<file path="src/rtl/hmin_pkg.sv">
package hmin_pkg;
  localparam int unsigned LANE_W_DEF = 16;
  localparam int unsigned LANES_DEF  = 8;
endpackage

</file>
<file path="src/rtl/hmin_cmp_node.sv">
module hmin_cmp_node #(
  parameter int unsigned LANE_W = 16,
  parameter int unsigned IDX_W  = 3
) (
  input  logic [LANE_W-1:0] lo_val_i,
  input  logic [IDX_W-1:0]  lo_idx_i,
  input  logic [LANE_W-1:0] hi_val_i,
  input  logic [IDX_W-1:0]  hi_idx_i,
  output logic [LANE_W-1:0] win_val_o,
  output logic [IDX_W-1:0]  win_idx_o
);
  logic take_hi;

  // lo side carries the lower lane numbers: it keeps ties
  assign take_hi   = hi_val_i < lo_val_i;
  assign win_val_o = take_hi ? hi_val_i : lo_val_i;
  assign win_idx_o = take_hi ? hi_idx_i : lo_idx_i;

  always_comb begin
    if (lo_val_i == hi_val_i) begin
      p_tie_keeps_lo_r3: assert (win_idx_o == lo_idx_i);
    end
  end
endmodule

</file>
<file path="src/rtl/hmin_tree.sv">
module hmin_tree #(
  parameter int unsigned LANE_W = 16,
  parameter int unsigned LANES  = 8,
  localparam int unsigned IDX_W = $clog2(LANES),
  localparam int unsigned VEC_W = LANE_W * LANES
) (
  input  logic [VEC_W-1:0]  vec_i,
  output logic [LANE_W-1:0] min_val_o,
  output logic [IDX_W-1:0]  min_idx_o
);
  localparam int unsigned NODES = 2 * LANES - 1;

  // heap order: node k has children 2k+1 and 2k+2, leaves at LANES-1..NODES-1
  logic [LANE_W-1:0] node_val [NODES];
  logic [IDX_W-1:0]  node_idx [NODES];

  for (genvar l = 0; l < LANES; l++) begin : g_leaf
    assign node_val[LANES-1+l] = vec_i[l*LANE_W +: LANE_W];
    assign node_idx[LANES-1+l] = IDX_W'(l);
  end

  for (genvar k = 0; k < LANES - 1; k++) begin : g_node
    hmin_cmp_node #(
      .LANE_W(LANE_W),
      .IDX_W (IDX_W)
    ) i_node (
      .lo_val_i (node_val[2*k+1]),
      .lo_idx_i (node_idx[2*k+1]),
      .hi_val_i (node_val[2*k+2]),
      .hi_idx_i (node_idx[2*k+2]),
      .win_val_o(node_val[k]),
      .win_idx_o(node_idx[k])
    );
  end

  assign min_val_o = node_val[0];
  assign min_idx_o = node_idx[0];
endmodule

</file>
<file path="src/rtl/hmin_pack.sv">
module hmin_pack #(
  parameter int unsigned LANE_W = 16,
  parameter int unsigned IDX_W  = 3,
  parameter int unsigned VEC_W  = 128
) (
  input  logic [LANE_W-1:0] min_val_i,
  input  logic [IDX_W-1:0]  min_idx_i,
  output logic [VEC_W-1:0]  res_o
);
  localparam int unsigned USED_W = LANE_W + IDX_W;

  assign res_o = {{(VEC_W-USED_W){1'b0}}, min_idx_i, min_val_i};
endmodule

</file>
<file path="src/rtl/hmin_pos_unit.sv">
module hmin_pos_unit
  import hmin_pkg::*;
#(
  parameter int unsigned LANE_W = LANE_W_DEF,
  parameter int unsigned LANES  = LANES_DEF,
  localparam int unsigned IDX_W = $clog2(LANES),
  localparam int unsigned VEC_W = LANE_W * LANES
) (
  input  logic             clk_i,
  input  logic             rst_ni,
  input  logic             in_valid_i,
  output logic             in_ready_o,
  input  logic [VEC_W-1:0] vec_i,
  output logic             out_valid_o,
  output logic [VEC_W-1:0] res_o
);
  logic [LANE_W-1:0] tree_val;
  logic [IDX_W-1:0]  tree_idx;
  logic [LANE_W-1:0] res_val_q;
  logic [IDX_W-1:0]  res_idx_q;
  logic              valid_q;
  logic              accept;

  assign in_ready_o = 1'b1;
  assign accept     = in_valid_i & in_ready_o;

  hmin_tree #(
    .LANE_W(LANE_W),
    .LANES (LANES)
  ) i_tree (
    .vec_i    (vec_i),
    .min_val_o(tree_val),
    .min_idx_o(tree_idx)
  );

  // only value and index are stored; zero padding is added after the flops
  always_ff @(posedge clk_i or negedge rst_ni) begin
    if (!rst_ni) begin
      res_val_q <= '0;
      res_idx_q <= '0;
      valid_q   <= 1'b0;
    end else begin
      valid_q <= accept;
      if (accept) begin
        res_val_q <= tree_val;
        res_idx_q <= tree_idx;
      end
    end
  end

  hmin_pack #(
    .LANE_W(LANE_W),
    .IDX_W (IDX_W),
    .VEC_W (VEC_W)
  ) i_pack (
    .min_val_i(res_val_q),
    .min_idx_i(res_idx_q),
    .res_o    (res_o)
  );

  assign out_valid_o = valid_q;

  p_valid_after_accept_r7: assert property (@(posedge clk_i) disable iff (!rst_ni)
    accept |=> out_valid_o);
  p_no_valid_when_idle_r7: assert property (@(posedge clk_i) disable iff (!rst_ni)
    !accept |=> !out_valid_o);
  p_hold_when_idle_r9: assert property (@(posedge clk_i) disable iff (!rst_ni)
    !accept |=> $stable(res_o));

  for (genvar g = 0; g < LANES; g++) begin : g_lane_chk
    p_min_bound_r2: assert property (@(posedge clk_i) disable iff (!rst_ni)
      accept |=> res_o[LANE_W-1:0] <= $past(vec_i[g*LANE_W +: LANE_W]));
    p_idx_names_min_r4: assert property (@(posedge clk_i) disable iff (!rst_ni)
      accept |=> (res_o[LANE_W +: IDX_W] != IDX_W'(g))
                 || (res_o[LANE_W-1:0] == $past(vec_i[g*LANE_W +: LANE_W])));
    p_lower_lane_larger_r3: assert property (@(posedge clk_i) disable iff (!rst_ni)
      accept |=> (res_o[LANE_W +: IDX_W] <= IDX_W'(g))
                 || (res_o[LANE_W-1:0] != $past(vec_i[g*LANE_W +: LANE_W])));
  end
endmodule

</file>
<file path="config.mk">
export PLATFORM = sky130hd
export DESIGN_NAME = hmin_pos_unit
export DESIGN_NICKNAME = d
export VERILOG_FILES = /design/src/rtl/hmin_pkg.sv /design/src/rtl/hmin_cmp_node.sv /design/src/rtl/hmin_tree.sv /design/src/rtl/hmin_pack.sv /design/src/rtl/hmin_pos_unit.sv
export SDC_FILE = /design/constraint.sdc
export NUM_CORES = 1
export LEC_CHECK = 0
export ABC_AREA = 1
export CORE_MARGIN = 2
export CORE_UTILIZATION = 45
export CTS_BUF_LIST = sky130_fd_sc_hd__clkbuf_8
export DETAILED_ROUTE_END_ITERATION = 12
export DONT_BUFFER_PORTS = 1
export PLACE_DENSITY = 0.69
export SKIP_CTS_REPAIR_TIMING = 1
export SLEW_MARGIN = 20
export SYNTH_ARGS = -nofsm -noshare
export SYNTH_HDL_FRONTEND = slang
export SYNTH_SLANG_ARGS = --single-unit
</file>
<file path="constraint.sdc">
create_clock -name clk_i -period 0.8 [get_ports clk_i]
set_input_delay 0 -clock clk_i [delete_from_list [all_inputs] [get_ports clk_i]]
set_output_delay 0 -clock clk_i [all_outputs]
set_load 0.1 [all_outputs]
</file>
== Word-level counts from Yosys, hierarchy flattened ==
Index checks and enable logic that the tools add are counted.
Cells by class
  mux-type cells: 14
  magnitude comparators: 7
Operator list (number)
  16-bit < comparator: 7
  16-bit 2-to-1 mux: 7
  1-bit 2-to-1 mux: 4
  2-bit 2-to-1 mux: 2
  3-bit 2-to-1 mux: 1
Storage, ports and cells
  logic and storage cells: 24
  output and inout port bits: 130
  input port bits: 131
  register bits: 20

== Logic depth before layout (Yosys ltp) ==
Gate-level depths: netlist of run 1.
  word-level depth: 6
  mapped depth: 40
  mapped depth without buffers: 37

== Modules after synthesis ==
Synthesis of run 1 repeated with hierarchy kept, for this count alone.
Second synthesis, totals
  cell total of the unflattened synthesis: 1110
  area total of the unflattened synthesis: 7001.7 µm²
Modules (own cells, without submodules)
  hmin_cmp_node: times used 7, sequential area each 0.0 µm², cells each 128, area an instance 750.7 µm²
  hmin_pack: times used 1, sequential area each 0.0 µm², cells each 129, area an instance 964.7 µm²
  hmin_pos_unit: times used 1, sequential area each 500.5 µm², cells each 83, area an instance 774.5 µm²
  hmin_tree: times used 1, sequential area each 0.0 µm², cells each 2, area an instance 7.5 µm²

== Worst setup path before layout of run 1 ==
Ideal clock, no wire load.
  path type: input -> register
  start: input port vec_i[101]
  end: register res_idx_q[0]
  buffers on the path: 4
  library setup time: 0.120 ns
  slack: -3.685 ns
  data required time: 0.680 ns
  data arrival time: 4.366 ns
  stages on the path: 32
  cell sequence: inv_1 > ha_1 > a21oi_1 > nor2_1 > nor3_1 > nand2_1 > nand2_1 > nand2_1 > inv_1 > clkbuf_1 > o21ai_0 > ha_1 > nand2_1 > inv_2 > nand3_1 > a31oi_1 > a2111oi_1 > nand2_2 > inv_1 > clkbuf_1 > nand2_1 > o21ai_0 > ha_1 > a21oi_1 > nor2_1 > a211oi_1 > o221a_2 > buf_2 > clkbuf_1 > nand3_1 > nand3_1 > nand2_1
Between the ends
  cells in the longest elaborated chain, start to end: 6
  elaborated cells between the ends (all ways): 8
  classes of those cells: order compare (3); mux (5)
RTL lines
  start, declared: line hmin_pos_unit.sv:13  | input logic [VEC_W-1:0] vec_i,
  16-bit < comparator: line hmin_cmp_node.sv:15  | assign take_hi = hi_val_i < lo_val_i;
  16-bit 2-to-1 mux: line hmin_cmp_node.sv:16  | assign win_val_o = take_hi ? hi_val_i : lo_val_i;
  16-bit < comparator: line hmin_cmp_node.sv:15
  16-bit 2-to-1 mux: line hmin_cmp_node.sv:16
  16-bit < comparator: line hmin_cmp_node.sv:15
  3-bit 2-to-1 mux *: line hmin_cmp_node.sv:17  | assign win_idx_o = take_hi ? hi_idx_i : lo_idx_i;
  end signal, assigned: line hmin_pos_unit.sv:46  | res_idx_q <= tree_idx;
  end, declared: line hmin_pos_unit.sv:20  | logic [IDX_W-1:0] res_idx_q;
Mark *: on every way between the ends. The rest lies on a longest branch, timed or not.
A chain may end at the register's enable or synchronous reset.

== Worst setup path in the final report of run 1 ==
  start: input port vec_i[111]
  end: register res_val_q[4]
Between the ends
  cells in the longest elaborated chain, start to end: 6
RTL lines
  16-bit < comparator: line hmin_cmp_node.sv:15
  16-bit 2-to-1 mux *: line hmin_cmp_node.sv:16
  16-bit < comparator: line hmin_cmp_node.sv:15
  16-bit 2-to-1 mux *: line hmin_cmp_node.sv:16
  16-bit < comparator: line hmin_cmp_node.sv:15
  16-bit 2-to-1 mux *: line hmin_cmp_node.sv:16
  end signal, assigned: line hmin_pos_unit.sv:45  | res_val_q <= tree_val;
  end, declared: line hmin_pos_unit.sv:19  | logic [LANE_W-1:0] res_val_q;
Marks and branches as above.

==> impl_metrics.py, run 1 <==
metrics = {
    "clocking": {
        "root_buffer": "clkbuf_8",
        "clock_latency_ns": 0.25,
        "cts_buffer_depth": 2,
        "cts_made_buffers": 3,
        "cts_tree": "built",
        "htree_levels": 1,
        "cts_sinks": 20,
        "clkTransAtPathRegs_ns": 0.07,
    },
    "floorplan": {
        "die_y_um": 115,
        "coreArea_um2": 12000,
        "rows": 40,
        "start_util_pct": 46.1,
        "die_x_um": 115,
        "ios": 261,
        "dieArea_um2": 13200,
    },
    "global_route": {
        "grt_antenna_before_repair": 0,
        "grt_pass1_wl_um": 22500,
        "overflow": 0,
        "grt_max_degree": 23,
        "grtUsageTotal_pct": 20.4,
        "first_global_vias": 5119,
    },
    "worst_setup_path": {
        "worstPathArrival_ns": 4.35,
        "r2r-start": "res_val_q[10]",
        "reg2reg_slack_ns": 0.02,
        "cp-startpoint": "vec_i[111]",
        "max_stage_delay_ns": 0.30,
        "path_class": "input port to flip-flop",
        "critPathMaxFanout": 13,
        "crit_required_ns": 0.94,
        "crit_path_end_kind": "flip-flop",
        "worst_r2r_endpoint": "res_val_q[10]",
        "rr_worst_depth": 3,
        "critical_path.startpoint_type": "input port",
        "cp_slowest_cell": "o21ai_1",
        "crit_top_cell": "nand2_2",
    },
    "finish": {
        "fin_area_um2": 8300,
        "fill_cells": 926,
        "layout-drive-gt1-share_pct": 38.9,
        "final_cells": 1228,
        "nNetsFinal": 1317,
        "areaGrowthSynthToFinish_pct": 49.8,
        "diodes": 0,
        "fin_util_pct": 69.1,
    },
    "yosys": {
        "yosys-top-cells-area": "ha_1 (23%), nand2_1 (16%), buf_4 (15%)",
        "synth_flop_cell": "dfrtp_1",
        "synth-edff-count": 0,
        "ys_async_sr_fraction_pct": 100,
        "seq_area_frac_synth_pct": 9.04,
        "yosysMostFrequentCell": "nand2_1",
        "ys_seq_elements": 20,
        "synth_area_um2": 5540,
        "synth_top_area_share_pct": 23.5,
        "synth_top_cells_by_count": "nand2_1 (243), buf_4 (112), ha_1 (104), inv_1 (104), o21ai_0 (92)",
        "ys_types": 32,
        "yosys_warnings": 0,
        "yosysTopAreaCell": "ha_1",
        "synth_cells": 877,
        "avgSynthCellArea_um2": 6.31,
    },
    "pwr": {
        "vdd_drop_max_mv": 1.47,
        "p_per_area_nw_per_um2": 2910,
        "leakage_nw": 4.48,
    },
    "run": {
        "maxCapViolCount": 0,
    },
    "sta": {
        "max_freq_mhz": 238,
        "fin_hold_ws_ns": -0.227,
        "setup_ws_ns": -3.41,
        "rsz0062_at_grt": "true",
        "final-max-slew-violation-count": 0,
        "fin_crit_sh_pct": 526,
        "worstMarginPinSlew_ns": 0.864,
        "finalHoldViolCount": 19,
        "setup_violations": 59,
        "finalClockSkew_ns": 0,
        "fin_crit_ns": 4.21,
        "slew-limit-headroom_pct": 42.2,
    },
    "place": {
        "portBuffers": 0,
        "post-dp-hpwl_um": 12800,
        "dp_slack_ns": -3.63,
        "numPlacedInstances": 1186,
        "gp_congestion": 0.889,
        "dpl_cell_area_um2": 7040,
    },
    "route": {
        "ant_nets": 0,
        "via_count": 6381,
        "dr.pass1.iters": 5,
        "wirelength_um": 18900,
        "first_iter_violations": 428,
        "drc": 0,
        "routed_via_density": 5.20,
        "post_drt_wl_per_cell_um": 15.4,
    },
    "outcome": {
        "status": "complete, but fails checks",
        "violations": "hold timing, setup timing",
    },
    "worst_hold_path": {
        "hold_end": "out_valid_o",
        "hold_path_class": "input port to flip-flop",
        "min_delay_path_depth": 0,
        "min_from": "in_valid_i",
    },
}
## cells in the final DEF (no fill, tap or decap), types with 20 or more instances in the layout
master	instances
ha_1	82
buf_4	178
nand3_2	22
inv_1	92
dfrtp_2	20
a21oi_1	26
o21ai_0	36
o21ai_2	24
o21ai_1	33
ha_4	22
nand2_2	31
nand3_1	27
buf_12	24
conb_1	110
nand2_1	219
## sequential cells by signal, indices dropped and copies added, names as in the netlist
register,cells
res_idx_q,3
out_valid_o,1
res_val_q,16
## per-stage QoR
stage               setup TNS [ns]  total power, mW
finish                      -67.08             24.1
global route                -77.16             25.2
CTS                         -64.88             19.4
detailed placement          -68.59             18.7
global placement            -66.20             18.4
floorplan                   -58.75             13.6
## cells by family after synthesis
logic type / count (synthesis) / share of synthesized area [%]
compound gates: 150 / 14.5
fa+ha+maj: 104 / 23.5
buf+inv: 244 / 24.5
flops: 20 / 9.04
other cells: 2 / 0.136
simple gates: 357 / 28.3
## worst max-delay path by stage
stage	slack (ns)	endpoint	depth (start not counted)
after floorplan	-3.15	res_val_q[15]	29
after global placement	-3.50	res_idx_q[0]	32
after detailed placement	-3.63	res_val_q[6]	34
after CTS	-3.37	res_val_q[6]	34
after global routing	-3.69	res_val_q[14]	30
final	-3.41	res_val_q[4]	31
## routing by layer
metal,global-route usage (%),share of wire [%]
met5,0,0
met4,3.05,3.4
met3,2.27,8.5
met2,36.4,50
met1,27.1,38
## report_power, final
part           switching (mW)  internal (mW)  leakage (nW)
logic                    13.1           8.13          4.23
clock network           0.311          0.437        0.0288
registers               0.553           1.60         0.218
## critical path, delay by kind of cell
family                   cells  cell delay (ns)
adder cells (fa/ha/maj)      3             0.83
buffers and inverters        8             0.88
AO/OA/AOI/OAI                5             1.14
AND/OR/NAND/NOR             15             1.49
## area by class of cell
class,instances,area [µm²],area share [%]
multi-input combinational,729,5010,60.5
timing repair buffer,220,2080,25.1
sequential,20,526,6.33
inverter,108,435,5.25
tap,147,184,2.22
clock buffer,4,55.1,0.664
(Power assumes the default switching activity.)
==> inputs of run 2 (changes only) <==
- ABC_AREA: 1 -> default
- CORE_AREA: default -> 2 2 103 105
- CORE_MARGIN: 2 -> default
- CORE_UTILIZATION: 45 -> default
- DIE_AREA: default -> 0 0 105 107
- PLACE_DENSITY: 0.69 -> 0.79
==> impl_metrics.py, run 2 <==
metrics = {
    "worst_hold_path": {
        "min_delay_path_depth": 0,
        "hold_path_class": "input port to flip-flop",
    },
    "sta": {
        "final-max-slew-violation-count": 0,
        "fin_crit_ns": 6.02,
        "rsz0062_at_grt": "true",
        "fin_hold_ws_ns": -0.241,
        "slew-limit-headroom_pct": 42.4,
        "setup_violations": 59,
        "setup_ws_ns": -5.22,
        "setup_tns_ns": -100.51,
        "finalHoldViolCount": 19,
        "max_freq_mhz": 166,
        "fin_crit_sh_pct": 752,
        "finalClockSkew_ns": 0,
        "worstMarginPinSlew_ns": 0.861,
    },
    "worst_setup_path": {
        "cp_slowest_cell": "o41a_1",
        "cp_top_family": "compound AO/OA/AOI/OAI gates",
        "worst_r2r_endpoint": "res_val_q[11]",
        "worstPathArrival_ns": 6.16,
        "rr_worst_depth": 3,
        "cp-startpoint": "vec_i[114]",
        "critical_path.endpoint": "res_val_q[2]",
        "critPathMaxFanout": 7,
        "critical_path.startpoint_type": "input port",
        "path_class": "input port to flip-flop",
        "r2r-start": "res_val_q[11]",
        "crit_top_cell": "a21o_1",
        "critPathBufInv": 3,
        "crit_required_ns": 0.95,
        "crit_path_end_kind": "flip-flop",
        "reg2reg_slack_ns": -0.01,
        "max_stage_delay_ns": 0.50,
        "path_depth": 28,
    },
    "finish": {
        "layout-drive-gt1-share_pct": 32.3,
        "areaGrowthSynthToFinish_pct": 35.6,
        "nNetsFinal": 1167,
        "mostFrequentLayoutCells": "buf_4 (189), conb_1 (110), ha_1 (91)",
        "largest_reg_flops": 16,
        "layout_commonest_cell": "buf_4",
        "regMostFlops": "res_val_q",
        "diodes": 0,
        "fill_cells": 732,
    },
    "clocking": {
        "cts_tree": "built",
        "clock_latency_ns": 0.26,
        "cts_made_buffers": 3,
        "root_buffer": "clkbuf_8",
        "cts_buffer_depth": 2,
        "clkTransAtPathRegs_ns": 0.07,
        "cts_sinks": 20,
        "htree_levels": 1,
    },
    "place": {
        "dp_slack_ns": -5.50,
        "portBuffers": 0,
        "post-dp-hpwl_um": 13800,
        "gp_congestion": 0.902,
    },
    "pwr": {
        "leakage_nw": 4.01,
        "p_per_area_nw_per_um2": 2690,
        "finalPower_mw": 20.3,
        "vdd_drop_max_mv": 1.55,
    },
    "floorplan": {
        "rows": 37,
        "start_util_pct": 55.1,
        "die_x_um": 105,
        "die_y_um": 107,
        "ios": 261,
        "dieArea_um2": 11200,
        "coreArea_um2": 10100,
    },
    "yosys": {
        "synth_area_um2": 5560,
        "synth_top_area_share_pct": 23.4,
        "synth_top_family_by_area": "compound AO/OA/AOI/OAI gates",
        "synth_cells": 733,
        "yosys.area_share.xor_xnor_pct": 0,
        "synth_top_cells_by_count": "buf_4 (110), ha_1 (104), inv_1 (78)",
        "yosysMostFrequentCell": "buf_4",
        "seq_area_frac_synth_pct": 9.01,
        "ys_async_sr_fraction_pct": 100,
        "ys_types": 57,
        "synth_flop_cell": "dfrtp_1",
        "synth_simple_gate_area_share_pct": 13.6,
        "avgSynthCellArea_um2": 7.58,
        "ys_seq_elements": 20,
        "synth-edff-count": 0,
        "synth-compound-area-share_pct": 24.8,
        "yosysTopAreaCell": "ha_1",
        "synthAdderAreaFrac_pct": 23.4,
        "yosys-top-cells-area": "ha_1 (23%), buf_4 (15%), dfrtp_1 (9.0%)",
        "yosys_warnings": 0,
        "synthMuxAreaShare_pct": 7.12,
    },
    "global_route": {
        "overflow": 0,
        "grt_pass1_wl_um": 24300,
        "first_global_vias": 5493,
        "grt_antenna_before_repair": 0,
        "grtUsageTotal_pct": 25.9,
        "grt_max_degree": 37,
    },
    "route": {
        "first_iter_violations": 258,
        "ant_nets": 0,
        "post_drt_wl_per_cell_um": 15.5,
        "via_count": 5654,
        "drc": 0,
        "wirelength_um": 16500,
        "routed_via_density": 5.30,
        "dr.pass1.iters": 5,
    },
    "outcome": {
        "status": "complete, but fails checks",
        "violations": "hold timing, setup timing",
    },
    "run": {
        "maxCapViolCount": 0,
    },
}
[run 2: cell types whose count changed after synthesis, moves of 26 or more]
cell     delta
mux2i_1    +35
inv_1      -26
o21ai_0    -54
nor2_1     +39
nand2_1   -186
nand3_1    -44
[run 2: layout make-up]
cell class / count / area, µm² / share of cell area (%)
Clock buffer: 3 / 41.3 / 0.548
Tap cell: 136 / 170 / 2.26
Multi-Input combinational cell: 611 / 4580 / 60.8
Clock inverter: 1 / 3.75 / 0.0498
Timing Repair Buffer: 218 / 1920 / 25.5
Inverter: 78 / 303 / 4.02
Sequential cell: 20 / 514 / 6.83
[run 2: kinds of logic (layout without fill, tap and decap cells)]
family                   after synthesis  in the layout
adder cells (fa/ha/maj)              104            104
other                                  2            110
multiplexers                          39             39
AND/OR/NAND/NOR                      164            165
buffers and inverters                211            300
flip-flops                            20             20
AO/OA/AOI/OAI                        193            193
[run 2: layer usage]
layer / wire [µm] / track usage (%) / up-vias / share of wire (%)
li1: - / - / 2782 / -
met1: 6420 / 28.9 / 2642 / 39
met2: 8740 / 49.2 / 196 / 53
met3: 934 / 4.38 / 34 / 5.6
met4: 449 / 8.95 / 0 / 2.7
met5: 0 / 0 / - / 0
[run 2: through the flow]
step                      util, %  area (µm²)  cells
after floorplan                 -        6130    841
after global routing         74.6        7530   1067
after detailed placement     67.7        6830   1041
after global placement       67.7        6830   1041
after CTS                    68.1        6880   1045
final                        74.6        7530   1067
[run 2: power by group]
group | switching, mW | internal, mW
Sequential | 0.615 | 1.55
Combinational | 10.8 | 6.66
Clock | 0.311 | 0.342
[run 2: how the worst min path moves through the flow]
| stage | from | endpoint | slack [ns] |
|---|---|---|---|
| 6_report | in_valid_i | out_valid_o | -0.24 |
| 5_1_grt | in_valid_i | out_valid_o | -0.25 |
| 4_1_cts | rst_ni | res_idx_q[1] | -0.58 |
| 3_5_place_dp | rst_ni | res_idx_q[1] | -0.30 |
| 3_3_place_gp | rst_ni | res_idx_q[1] | -0.30 |
| 2_1_floorplan | rst_ni | out_valid_o | -0.30 |
